$ cat src/rtl/adc_host_pkg.sv
package adc_host_pkg;

    typedef enum logic [2:0] {
        ST_IDLE,
        ST_ACQ,
        ST_CONV,
        ST_INIT,
        ST_LOCK
    } seq_state_e;

    localparam logic [2:0] CMD_START  = 3'b001;
    localparam logic [2:0] CMD_INIT   = 3'b010;
    localparam logic [2:0] CMD_TEST_A = 3'b101;
    localparam logic [2:0] CMD_TEST_B = 3'b110;

    localparam int CMD_W     = 3;
    localparam int WIDE_BIT  = 3;
    localparam int SDIR_BIT  = 4;
    localparam int ACQ_LSB   = 5;

endpackage

$ cat src/rtl/adc_bus_port.sv
module adc_bus_port
    import adc_host_pkg::*;
#(
    parameter int DW = 13
) (
    input  logic          clk,
    input  logic          rst_n,
    input  logic          strap,
    input  logic          cs_n,
    input  logic          rd_n,
    input  logic          wr_n,
    input  logic [DW-1:0] d_in,
    output logic          wr_evt,
    output logic [DW-1:0] wr_data,
    output logic          test_evt,
    output logic          rd_end
);

    logic          strap_taken;
    logic          fall_mode;
    logic          wr_q, wr_qq;
    logic          rd_q, rd_qq;
    logic          all_q, all_qq;
    logic [DW-1:0] d_q, d_qq;

    always_ff @(posedge clk or negedge rst_n) begin
        if (!rst_n) begin
            strap_taken <= 1'b0;
            fall_mode   <= 1'b0;
            wr_q        <= 1'b0;
            wr_qq       <= 1'b0;
            rd_q        <= 1'b0;
            rd_qq       <= 1'b0;
            all_q       <= 1'b0;
            all_qq      <= 1'b0;
            d_q         <= '0;
            d_qq        <= '0;
        end else begin
            if (!strap_taken) begin
                fall_mode   <= strap;
                strap_taken <= 1'b1;
            end
            wr_q   <= !cs_n && !wr_n && rd_n;
            wr_qq  <= wr_q;
            rd_q   <= !cs_n && !rd_n && wr_n;
            rd_qq  <= rd_q;
            all_q  <= !cs_n && !rd_n && !wr_n;
            all_qq <= all_q;
            d_q    <= d_in;
            d_qq   <= d_q;
        end
    end

    always_comb begin
        if (fall_mode) begin
            wr_evt  = wr_q && !wr_qq;
            wr_data = d_q;
        end else begin
            wr_evt  = !wr_q && wr_qq;
            wr_data = d_qq;
        end
        test_evt = all_q && !all_qq &&
                   ((d_q[CMD_W-1:0] == CMD_TEST_A) || (d_q[CMD_W-1:0] == CMD_TEST_B));
        rd_end   = rd_qq && !rd_q;
    end

endmodule

$ cat src/rtl/adc_conv_seq.sv
module adc_conv_seq
    import adc_host_pkg::*;
#(
    parameter int          DW        = 13,
    parameter int          AW        = 4,
    parameter int          ACQ_BASE  = 9,
    parameter int          CONV_CLKS = 12,
    parameter int          INIT_CLKS = 20,
    parameter logic [12:0] SEED      = 13'h0123,
    parameter logic [12:0] STEP      = 13'h1A5B
) (
    input  logic          clk,
    input  logic          rst_n,
    input  logic          wr_evt,
    input  logic [DW-1:0] wr_data,
    input  logic          test_evt,
    input  logic          rd_end,
    input  logic          sync_in,
    output logic          cfg_wide,
    output logic          cfg_sync_in,
    output logic [DW-1:0] result,
    output logic          byte_hi,
    output logic          rdy_n,
    output logic          busy,
    output logic          locked
);

    localparam int RSV_LSB  = ACQ_LSB + AW;
    localparam int ACQ_MAX  = ACQ_BASE + (1 << AW) - 1;
    localparam int LONG_A   = (ACQ_MAX > CONV_CLKS) ? ACQ_MAX : CONV_CLKS;
    localparam int LONGEST  = (LONG_A > INIT_CLKS) ? LONG_A : INIT_CLKS;
    localparam int CW       = $clog2(LONGEST + 1);

    seq_state_e    state, state_nx;
    logic [CW-1:0] cnt;
    logic [CW-1:0] acq_last;
    logic [AW-1:0] cfg_acq;
    logic [DW-1:0] acc;
    logic [2:0]    sync_sh;
    logic          wr_ok, cmd_start, cmd_init, sync_rise, start_req;
    logic          conv_done, init_done, init_enter;

    // decode of host writes
    always_comb begin
        wr_ok      = wr_evt && (wr_data[DW-1:RSV_LSB] == '0) && (state != ST_LOCK);
        cmd_start  = wr_ok && (wr_data[CMD_W-1:0] == CMD_START);
        cmd_init   = wr_ok && (wr_data[CMD_W-1:0] == CMD_INIT);
        sync_rise  = cfg_sync_in && sync_sh[1] && !sync_sh[2];
        start_req  = cmd_start || sync_rise;
        acq_last   = CW'(ACQ_BASE - 1) + CW'(cfg_acq);
    end

    // next state
    always_comb begin
        state_nx = state;
        unique case (state)
            ST_IDLE: begin
                if (cmd_init)       state_nx = ST_INIT;
                else if (start_req) state_nx = ST_ACQ;
            end
            ST_ACQ: begin
                if (cmd_init)              state_nx = ST_INIT;
                else if (cnt == acq_last)  state_nx = ST_CONV;
            end
            ST_CONV: begin
                if (cmd_init)                        state_nx = ST_INIT;
                else if (cnt == CW'(CONV_CLKS - 1))  state_nx = ST_IDLE;
            end
            ST_INIT: begin
                if (cnt == CW'(INIT_CLKS - 1)) state_nx = ST_IDLE;
            end
            ST_LOCK: state_nx = ST_LOCK;
            default: state_nx = ST_IDLE;
        endcase
        if (test_evt) state_nx = ST_LOCK;
    end

    // state register
    always_ff @(posedge clk or negedge rst_n) begin
        if (!rst_n) state <= ST_IDLE;
        else        state <= state_nx;
    end

    // outputs of the state machine
    always_comb begin
        busy       = (state == ST_ACQ) || (state == ST_CONV);
        locked     = (state == ST_LOCK);
        conv_done  = (state == ST_CONV) && (state_nx == ST_IDLE);
        init_done  = (state == ST_INIT) && (state_nx == ST_IDLE);
        init_enter = (state != ST_INIT) && (state_nx == ST_INIT);
    end

    // phase counter
    always_ff @(posedge clk or negedge rst_n) begin
        if (!rst_n) begin
            cnt <= '0;
        end else if ((state_nx != state) || (state == ST_IDLE) || (state == ST_LOCK)) begin
            cnt <= '0;
        end else begin
            cnt <= cnt + 1'b1;
        end
    end

    // configuration and SYNC input sampling
    always_ff @(posedge clk or negedge rst_n) begin
        if (!rst_n) begin
            cfg_wide    <= 1'b0;
            cfg_sync_in <= 1'b0;
            cfg_acq     <= '0;
            sync_sh     <= '0;
        end else begin
            sync_sh <= {sync_sh[1:0], sync_in};
            if (wr_ok) begin
                cfg_wide    <= wr_data[WIDE_BIT];
                cfg_sync_in <= wr_data[SDIR_BIT];
                cfg_acq     <= wr_data[ACQ_LSB +: AW];
            end
        end
    end

    // result, byte pointer and ready
    always_ff @(posedge clk or negedge rst_n) begin
        if (!rst_n) begin
            result  <= '0;
            acc     <= DW'(SEED);
            byte_hi <= 1'b0;
            rdy_n   <= 1'b1;
        end else if (conv_done) begin
            result  <= acc;
            acc     <= acc + DW'(STEP);
            byte_hi <= 1'b0;
            rdy_n   <= 1'b0;
        end else if (init_enter) begin
            byte_hi <= 1'b0;
            rdy_n   <= 1'b1;
        end else if (init_done) begin
            rdy_n   <= 1'b0;
        end else if (rd_end && !locked) begin
            if (cfg_wide || byte_hi) begin
                byte_hi <= 1'b0;
                rdy_n   <= 1'b1;
            end else begin
                byte_hi <= 1'b1;
            end
        end
    end

endmodule

$ cat src/rtl/adc_rd_mux.sv
module adc_rd_mux #(
    parameter int DW   = 13,
    parameter int LO_W = 8
) (
    input  logic          cs_n,
    input  logic          rd_n,
    input  logic          wide,
    input  logic          byte_hi,
    input  logic [DW-1:0] result,
    output logic [DW-1:0] d_out,
    output logic [DW-1:0] d_oe
);

    localparam int HI_W  = DW - LO_W;
    localparam int EXT_W = LO_W - HI_W;

    logic rd_on;
    logic [LO_W-1:0] narrow_byte;

    always_comb begin
        rd_on = !cs_n && !rd_n;
        if (byte_hi) narrow_byte = {{EXT_W{result[DW-1]}}, result[DW-1:LO_W]};
        else         narrow_byte = result[LO_W-1:0];
        if (wide) d_out = result;
        else      d_out = {{HI_W{1'b0}}, narrow_byte};
    end

    for (genvar i = 0; i < DW; i++) begin : g_lane
        if (i < LO_W) begin : g_low
            assign d_oe[i] = rd_on;
        end else begin : g_high
            assign d_oe[i] = rd_on && wide;
        end
    end

endmodule

$ cat src/rtl/adc_host_if.sv
module adc_host_if #(
    parameter int          DW        = 13,
    parameter int          LO_W      = 8,
    parameter int          AW        = 4,
    parameter int          ACQ_BASE  = 9,
    parameter int          CONV_CLKS = 12,
    parameter int          INIT_CLKS = 20,
    parameter logic [12:0] SEED      = 13'h0123,
    parameter logic [12:0] STEP      = 13'h1A5B
) (
    input  logic          clk,
    input  logic          rst_n,
    input  logic          wr_edge_sel,
    input  logic          cs_n,
    input  logic          rd_n,
    input  logic          wr_n,
    input  logic [DW-1:0] bus_in,
    output logic [DW-1:0] bus_out,
    output logic [DW-1:0] bus_oe,
    input  logic          sync_in,
    output logic          sync_out,
    output logic          sync_oe,
    output logic          rdy_n,
    output logic          test_lock
);

    logic          wr_evt, test_evt, rd_end;
    logic [DW-1:0] wr_data;
    logic          cfg_wide, cfg_sync_in, byte_hi, busy;
    logic [DW-1:0] result;

    adc_bus_port #(.DW(DW)) u_port (
        .clk      (clk),
        .rst_n    (rst_n),
        .strap    (wr_edge_sel),
        .cs_n     (cs_n),
        .rd_n     (rd_n),
        .wr_n     (wr_n),
        .d_in     (bus_in),
        .wr_evt   (wr_evt),
        .wr_data  (wr_data),
        .test_evt (test_evt),
        .rd_end   (rd_end)
    );

    adc_conv_seq #(
        .DW(DW), .AW(AW), .ACQ_BASE(ACQ_BASE), .CONV_CLKS(CONV_CLKS),
        .INIT_CLKS(INIT_CLKS), .SEED(SEED), .STEP(STEP)
    ) u_seq (
        .clk         (clk),
        .rst_n       (rst_n),
        .wr_evt      (wr_evt),
        .wr_data     (wr_data),
        .test_evt    (test_evt),
        .rd_end      (rd_end),
        .sync_in     (sync_in),
        .cfg_wide    (cfg_wide),
        .cfg_sync_in (cfg_sync_in),
        .result      (result),
        .byte_hi     (byte_hi),
        .rdy_n       (rdy_n),
        .busy        (busy),
        .locked      (test_lock)
    );

    adc_rd_mux #(.DW(DW), .LO_W(LO_W)) u_mux (
        .cs_n    (cs_n),
        .rd_n    (rd_n),
        .wide    (cfg_wide),
        .byte_hi (byte_hi),
        .result  (result),
        .d_out   (bus_out),
        .d_oe    (bus_oe)
    );

    always_comb begin
        sync_oe  = !cfg_sync_in;
        sync_out = busy && !cfg_sync_in;
    end

endmodule

$ cat config.mk
export PLATFORM = sky130hd
export DESIGN_NAME = adc_host_if
export DESIGN_NICKNAME = d
export VERILOG_FILES = /design/src/rtl/adc_host_pkg.sv /design/src/rtl/adc_bus_port.sv /design/src/rtl/adc_conv_seq.sv /design/src/rtl/adc_rd_mux.sv /design/src/rtl/adc_host_if.sv
export SDC_FILE = /design/constraint.sdc
export NUM_CORES = 1
export LEC_CHECK = 0
export BUFFER_PORTS_ARGS = -buffer_cell sky130_fd_sc_hd__buf_4
export CORE_MARGIN = 10
export CORE_UTILIZATION = 28
export CTS_CLUSTER_SIZE = 24
export DETAILED_ROUTE_END_ITERATION = 8
export PLACE_DENSITY = 0.45
export SYNTH_ARGS = -nofsm -noshare
export SYNTH_HDL_FRONTEND = slang
export SYNTH_HIERARCHICAL = 1
export SYNTH_SLANG_ARGS = --single-unit
$ cat constraint.sdc
create_clock -name clk -period 5.22 [get_ports clk]
set_input_delay 0.522 -clock clk [delete_from_list [all_inputs] [get_ports clk]]
set_output_delay 0.522 -clock clk [all_outputs]
set_load 0.03 [all_outputs]
# After elaboration in Yosys (flattened, before gate mapping)
# Index checks and enable logic that the tools add are counted.
# word_totals
register_bits	79
in_bits	20
output_inout_bits	30
elab_cells	109
# op_classes
n_addsub	3
eq_ne	16
n_mux	24
n_reduce_logical	46
# ops
op	n
13-bit 2-to-1 mux	2
3-bit 2-to-1 mux	8
1-bit logical AND	22
3-bit case mux with 5 select lines	1
13-bit adder (second input constant)	1
3-bit by 2-bit equality test with 1-bit output (second input constant)	4
1-bit 2-to-1 mux	11
1-bit logical NOT	10
3-bit equality test (second input constant)	3
8-bit 2-to-1 mux	1
4-bit nonzero test	2
3-bit by 1-bit equality test with 1-bit output (second input constant)	2
3-bit logical NOT	2
1-bit logical OR	6
3-bit by 2-bit inequality test with 1-bit output (second input constant)	2
4-bit by 4-bit adder with 5-bit output (first input constant)	1
5-bit by 1-bit adder with 5-bit output (second input constant)	1
5-bit by 4-bit equality test with 1-bit output (second input constant)	1
5-bit equality test	1
5-bit equality test (second input constant)	1
5-bit 2-to-1 mux	1
4-bit logical NOT	1
2-bit AND reduction	2
3-bit inequality test	1
2 further kinds	2

# Longest topological paths before layout
# Gate-level depths: netlist of the first run.
# logic_depth
depth_word	16
depth_mapped	12
depth_no_buf	8

# Cells and area by module
# The synthesis of the first run kept the hierarchy.
# modules_own_cells
mod	n_inst	cells_each	area_each_um2	seq_area_each_um2
adc_conv_seq	1	205	2189.6	1132.3
adc_bus_port	1	61	1132.3	850.8
adc_rd_mux	1	30	269.0	0.0
adc_host_if	1	2	10.0	0.0

# Worst setup path before layout of the first run
# OpenSTA, ideal clock, no wires.
# synth_timing
kind	register to register
startpoint	register u_port.fall_mode
endpoint	register u_seq.acc[10]
setup_ns	0.124
arrival_ns	2.173
t_required_ns	5.096
setup_slack_ns	2.923
path_stages_with_launch	11
path_buffers	3
period_less_slack_ns	2.297
path_cell_list	dfrtp_1 > buf_6 > buf_12 > mux2_4 > nor4b_1 > a21oi_1 > o221a_4 > and3_1 > buf_6 > and2_1 > xor2_1
# synth_between
word_cells_on_any_way	18
classes_between	eq/ne (2); mux (8); reduce/logical (8)
# synth_lines
element	line	source
from (decl)	adc_bus_port.sv:20	logic fall_mode;
from (signal assigned)	adc_bus_port.sv:40	fall_mode <= strap;
13-bit 2-to-1 mux *	adc_bus_port.sv:55	if (fall_mode) begin
named net wr_data[0]	adc_host_if.sv:28	logic [DW-1:0] wr_data;
3-bit by 1-bit equality test with 1-bit output	adc_conv_seq.sv:46	cmd_start = wr_ok && (wr_data[CMD_W-1:0] == CMD_START);
1-bit logical AND	adc_conv_seq.sv:46	
1-bit logical OR	adc_conv_seq.sv:49	start_req = cmd_start || sync_rise;
3-bit 2-to-1 mux	adc_conv_seq.sv:59	else if (start_req) state_nx = ST_ACQ;
3-bit 2-to-1 mux	adc_conv_seq.sv:58	if (cmd_init) state_nx = ST_INIT;
3-bit case mux with 5 select lines *	adc_conv_seq.sv:56	unique case (state)
3-bit 2-to-1 mux *	adc_conv_seq.sv:75	if (test_evt) state_nx = ST_LOCK;
3-bit logical NOT *	adc_conv_seq.sv:88	conv_done = (state == ST_CONV) && (state_nx == ST_IDLE);
1-bit logical AND *	adc_conv_seq.sv:88	
to (signal assigned)	adc_conv_seq.sv:125	acc <= DW'(SEED);
to (signal assigned)	adc_conv_seq.sv:130	acc <= acc + DW'(STEP);
to (decl)	adc_conv_seq.sv:38	logic [DW-1:0] acc;
# The timed path passes the listed nets; every way through them passes the cells marked *.
# A chain may end at the register's enable or synchronous reset.

# Worst setup path after layout of the first run
# layout_timing
startpoint	register u_port.fall_mode
endpoint	register u_seq.acc[10]
# layout_between
elab_chain_len	12
word_cells_on_any_way	18
classes_between	eq/ne (2); mux (8); reduce/logical (8)
# layout_lines
element	line	source
13-bit 2-to-1 mux *	adc_bus_port.sv:55	
named net wr_data[9]	adc_host_if.sv:28	
4-bit logical NOT *	adc_conv_seq.sv:45	wr_ok = wr_evt && (wr_data[DW-1:RSV_LSB] == '0) && (state != ST_LOCK);
1-bit logical AND * (2 in series)	adc_conv_seq.sv:45	
1-bit logical AND	adc_conv_seq.sv:46	
1-bit logical OR	adc_conv_seq.sv:49	
3-bit 2-to-1 mux	adc_conv_seq.sv:59	
3-bit 2-to-1 mux	adc_conv_seq.sv:58	
3-bit case mux with 5 select lines *	adc_conv_seq.sv:56	
3-bit 2-to-1 mux *	adc_conv_seq.sv:75	
3-bit logical NOT *	adc_conv_seq.sv:88	
1-bit logical AND *	adc_conv_seq.sv:88	
# Marked as above.

==> impl_metrics.ini, run 1 <==
[synth]
syn_inst = 298
yosysUniqueCellTypes = 57
synthFlopType = dfrtp_1
synth-edff-count = 0
yosysSeqAreaShare_pct = 55.1
syn_area_sq_um = 3600
ys_ff_latch = 79
async_reset_ff_share_pct = 100
synth_warnings = 6
avgSynthCellArea_sq_um = 12.1
synth_nets = 320

[placed_design]
place_hpwl_um = 5020
dp_slack_ns = 2.24
io_buffer_count = 49
dpl_cell_area_sq_um = 4020
gp_congestion = 0.797

[critical_path]
start_kind = flop
path_max_fanout = 16
rr_worst_depth = 7
regToRegStartpoint = u_port/fall_mode
worstPathArrival_ns = 3.21
timing.rr.end = u_seq/acc[10]
required_ns = 5.44
critPathSlowestCell = dfrtp_1
crit_type = reg2reg
critPathMaxStageDelay_ns = 0.81
crit_chain = mux2_2 > nor4b_1 > a21oi_1 > o221a_4 > and3_1 > and2_1 > xor2_1
end_kind = flop
reg2reg_slack_ns = 2.23

[drt]
drc = 0
first_pass_iters = 4
routed_wl_um = 7050
via_per_inst = 4.29
drt_iter0_markers = 104
vias = 2208
ant_nets = 0
wire_per_inst_um = 13.7

[pwr]
p_per_area_nw_per_um2 = 368
peakVddDrop_uv = 137
power_leakage_nw = 2.03

[cells_and_area]
final_layout_size_suffix_gt1_share_pct = 34.4
syn_to_final_growth_pct = 19.2
fillers = 1298
antenna_cells = 0
multiInputGateArea_sq_um = 1420
final_cell_area_sq_um = 4290
finalNetCount = 360
ff_latch_area_sq_um = 1980

[clocking]
cts_hold_buf = 0
worstSkewPairLatency_ns = 0.34
clkTransAtPathRegs_ns = 0.06
cts_sinks = 79
post_cts_resized = 0
ctsLongestPathBuffers = 2
cts_buffers = 9
htree_levels = 3
cts_tree = yes
cts_setup_buffers = 0
cts.root.buffer_cell = clkbuf_16

[worst_hold_path]
holdCritStartpoint = bus_in[2]
hold_class = in2reg
hold_path_end = u_port/d_q[2]
hold_depth = 1

[timing]
maxSlewViolCount = 0
fmax_mhz = 334
totalNegativeSetupSlack_ns = 0
finalHoldViolations = 0
skew_ns = 0.00852
tightestPinTransition_ns = 0.978
fin_crit_sh_pct = 57.3
rsz0062_at_grt = false
fin_ws_ns = 2.23
whs_ns = 0.289
maxSlewHeadroom_pct = 34.8
post-route-min-period_ns = 2.99
setup_violations = 0

[floorplanning]
rows = 41
ios = 50
die_h_um = 133
core_area_sq_um = 12600
die_area_sq_um = 17800
fp.dieW_um = 133
start_util_pct = 28.5

[job]
drv_cap = 0

[grt]
gr-total-overflow = 0
grt_pass1_wl_um = 12000
antenna_found_initial = 0
grt_pass1_vias = 2325
grt_usage_pct = 8.40
grt_max_degree = 80

[status]
outcome = completed
-- where the power goes --
| part | switching [W] | internal (W) | total [W] |
|---|---|---|---|
| Clock | 0.000241 | 0.000334 | 0.000575 |
| Combinational | 0.000138 | 0.000118 | 0.000256 |
| Sequential | 0.0000736 | 0.000676 | 0.000749 |
| Total | 0.000453 | 0.00113 | 0.00158 |
-- critical path, delay by kind of cell, from the launching register on --
kind,cells,cell delay [ns]
XOR/XNOR,1,0.13
multiplexers,1,0.45
AO/OA/AOI/OAI,2,0.46
AND/OR/NAND/NOR,3,1.04
flip-flops,1,0.81
-- worst max path at each step --
stage	to	startpoint	cells past startpoint
after floorplan	u_seq/acc[10]	u_port/fall_mode	10
final	u_seq/acc[10]	u_port/fall_mode	7
after detailed placement	u_seq/acc[10]	u_port/fall_mode	7
after CTS	u_seq/acc[10]	u_port/fall_mode	7
after global placement	u_seq/acc[10]	u_port/fall_mode	7
after global routing	u_seq/acc[10]	u_port/fall_mode	7
-- layout make-up --
cell class | count | area share (%)
clock buffers | 11 | 5.65
flip-flops and latches | 79 | 46.2
multi-input cells | 192 | 33.1
well taps | 172 | 5.01
repair buffers | 50 | 8.74
inverters | 6 | 0.524
clock inverters | 5 | 0.787
-- layer usage --
| layer | vias to the layer above | global-route usage, % | routed length (um) |
|---|---|---|---|
| met3 | 7 | 2.63 | 370 |
| met4 | 0 | 4.53 | 133 |
| met1 | 1065 | 11.6 | 3610 |
| li1 | 1082 | - | - |
| met5 | - | 0 | 0 |
| met2 | 54 | 11.3 | 2940 |
-- logic make-up (layout without fill, tap and decap cells) --
group           after synthesis  in the layout  share of synthesized area (%)
simple gates                105            105                           16.2
flops                        79             79                           55.1
compound gates               38             38                           8.44
buf+inv                      27             72                           5.45
mux                          25             25                           8.93
xor+xnor                     21             21                           5.11
fa+ha+maj                     2              2                          0.695
other cells                   1              1                          0.104
-- synthesized netlist by cell type, drive strengths merged, types with 2 or more instances --
| cell type | count | share of area, % |
|---|---|---|
| dfrtp | 74 | 51 |
| o31a | 2 | 0.49 |
| nor2b | 5 | 0.87 |
| nor3 | 4 | 0.56 |
| o21a | 3 | 0.63 |
| a31oi | 2 | 0.35 |
| nand3b | 2 | 0.42 |
| nor3b | 4 | 0.83 |
| a21oi | 5 | 0.69 |
| a211oi | 3 | 0.63 |
| ha | 2 | 0.69 |
| nand3 | 8 | 1.4 |
| xnor2 | 11 | 2.7 |
| o22ai | 2 | 0.35 |
| buf | 20 | 4.7 |
| and2 | 8 | 1.6 |
| nand2 | 45 | 4.7 |
| dfstp | 5 | 3.6 |
| xor2 | 10 | 2.4 |
| nand2b | 4 | 1.1 |
| nor4b | 2 | 0.49 |
| a21o | 4 | 0.97 |
| mux2 | 24 | 8.7 |
| and3 | 2 | 0.35 |
| inv | 6 | 0.63 |
| and3b | 2 | 0.52 |
| nor2 | 13 | 1.6 |
| nand4bb | 2 | 0.63 |
| o21ai | 7 | 1.1 |
-- cell usage in the layout, fill, tap and decap left out, types with 6 or more instances in the layout --
cell type	count
dfrtp_1	74
buf_4	50
nand2_1	45
mux2_2	13
nor2_1	12
mux2_4	11
xnor2_1	11
xor2_1	10
clkbuf_16	9
and2_2	6
o21ai_0	6
nand3_1	6
-- metrics by stage --
step                      instances  total power (W)  utilization (%)
final                           515          0.00158             34.0
after global routing            515          0.00167             34.0
after CTS                       515          0.00161             34.0
after detailed placement        499          0.00102             31.8
after global placement          499          0.00102             31.8
after floorplan                 298         0.000942                -
-- flip-flops by register name, indices dropped and copies added (netlist names), 3 cells and up --
signal / flops
u_seq/sync_sh: 3
u_port/d_q: 13
u_port/d_qq: 13
u_seq/state: 3
u_seq/acc: 13
u_seq/cnt: 5
u_seq/result: 13
u_seq/cfg_acq: 4
(Power assumes the default switching activity.)
==> run 2: changes to the inputs <==
--- a/config.mk
+++ b/config.mk
@@ -10,7 +10,7 @@
 export CORE_UTILIZATION = 28
 export CTS_CLUSTER_SIZE = 24
 export DETAILED_ROUTE_END_ITERATION = 8
-export PLACE_DENSITY = 0.45
+export PLACE_DENSITY = 0.46
 export SYNTH_ARGS = -nofsm -noshare
 export SYNTH_HDL_FRONTEND = slang
 export SYNTH_HIERARCHICAL = 1
==> constraint.sdc (replaced) <==
create_clock -name clk -period 2.44 [get_ports clk]
set_input_delay 0.244 -clock clk [delete_from_list [all_inputs] [get_ports clk]]
set_output_delay 0.244 -clock clk [all_outputs]
set_load 0.03 [all_outputs]
==> impl_metrics.ini, run 2 (synthesis gave the netlist of run 1 again) <==
[clocking]
cts_setup_buffers = 0
clkTransAtPathRegs_ns = 0.06
ctsLongestPathBuffers = 2
htree_levels = 3
cts_sinks = 79
cts.root.buffer_cell = clkbuf_16
cts_buffers = 9
cts_tree = yes
worstSkewPairLatency_ns = 0.33

[critical_path]
required_ns = 2.70
timing.rr.end = u_seq/acc[5]
worstPathArrival_ns = 2.55
end_kind = flop
rr_worst_depth = 9
crit_end = u_seq/acc[5]
regToRegStartpoint = u_port/fall_mode
reg2reg_slack_ns = 0.15
path_max_fanout = 11
start_kind = flop
crit_type = reg2reg
critPathLaunch = u_port/fall_mode

[drt]
via_per_inst = 4.21
vias = 2229
wire_per_inst_um = 13.1
first_pass_iters = 4
routed_wl_um = 6960
drt_iter0_markers = 82
ant_nets = 0
drc = 0

[pwr]
peakVddDrop_uv = 331
power_leakage_nw = 2.13
power_w = 0.00352
p_per_area_nw_per_um2 = 783

[timing]
fin_ws_ns = 0.149
fin_crit_sh_pct = 93.9
rsz0062_at_grt = false
post-route-min-period_ns = 2.29
setup_violations = 0
totalNegativeSetupSlack_ns = 0
skew_ns = 0.00898
maxSlewViolCount = 0
fmax_mhz = 437
finalHoldViolations = 0

[cells_and_area]
ff_latch_area_sq_um = 1980
fillers = 1298
antenna_cells = 0
mostFrequentLayoutCell = dfrtp_1
layout_common_cells = dfrtp_1, buf_4, nand2_1
final_util_pct = 35.7
final_cell_area_sq_um = 4500
finalNetCount = 375
final_layout_size_suffix_gt1_share_pct = 38.0
multiInputGateArea_sq_um = 1460
syn_to_final_growth_pct = 25.0

[placed_design]
place_hpwl_um = 5080
dpl_cell_area_sq_um = 4150
dp_slack_ns = 0.0112
io_buffer_count = 49
gp_congestion = 0.824

[floorplanning]
ios = 50
start_util_pct = 28.5
die_h_um = 133
core_area_sq_um = 12600
fp.dieW_um = 133
die_area_sq_um = 17800
rows = 41

[grt]
grt_pass1_wl_um = 11700
grt_pass1_vias = 2463
grt_usage_pct = 8.14
grt_max_degree = 80
antenna_found_initial = 0
gr-total-overflow = 0

[status]
outcome = completed

[job]
drv_cap = 0

[worst_hold_path]
hold_class = in2reg
run 2: how the worst min path moves through the flow:
stage	startpoint	endpoint	cells past startpoint
2_1_floorplan	rst_n	u_port/all_q	0
3_3_place_gp	rst_n	u_port/d_q[12]	2
3_5_place_dp	rst_n	u_port/d_q[9]	2
4_1_cts	bus_in[7]	u_port/d_q[7]	1
5_1_grt	bus_in[1]	u_port/d_q[1]	1
6_report	bus_in[1]	u_port/d_q[1]	1
run 2: repair_timing:
action,CTS,global route
pin swaps,0,3
endpoints found under the setup margin,4,33
gates resized for setup,1,9
endpoints found under the hold margin,74,0
hold buffers,1,0
run 2: layout make-up:
type / instances / share of cell area (%)
timing repair buffer: 65 / 11.5
clock inverter: 2 / 0.862
sequential: 79 / 44.1
multi-input combinational: 192 / 32.4
inverter: 6 / 0.500
clock buffer: 14 / 5.87
tap: 172 / 4.78
run 2: stage by stage:
step           std cells  hold WS, ns
2_1_floorplan        298      -0.0516
3_3_place_gp         513        0.304
3_5_place_dp         513        0.307
4_1_cts              530     0.000779
5_1_grt              530      0.00236
6_report             530       0.0184
run 2: power breakdown:
group	switching [W]	internal (W)	total (W)	leakage, nW
logic	0.000322	0.000272	0.000594	0.984
registers	0.000143	0.00145	0.00159	1.00
clock network	0.000490	0.000851	0.00134	0.147
run 2: layer usage:
metal	wire [um]	global-route usage (%)	share of wire, %	up-vias
met5	0	0	0	-
met4	138	4.72	2.0	0
met3	269	2.67	3.9	7
met2	3160	12.0	45	41
met1	3400	10.1	49	1064
li1	-	-	-	1117
run 2: worst max-delay path: stages (launching register included):
cell,delay [ns]
dfrtp_2,0.45
buf_4,0.18
mux2_4,0.31
nor4b_2,0.27
a21oi_1,0.15
o221a_4,0.27
and3_2,0.25
buf_12,0.15
o31ai_2,0.06
xnor2_1,0.14
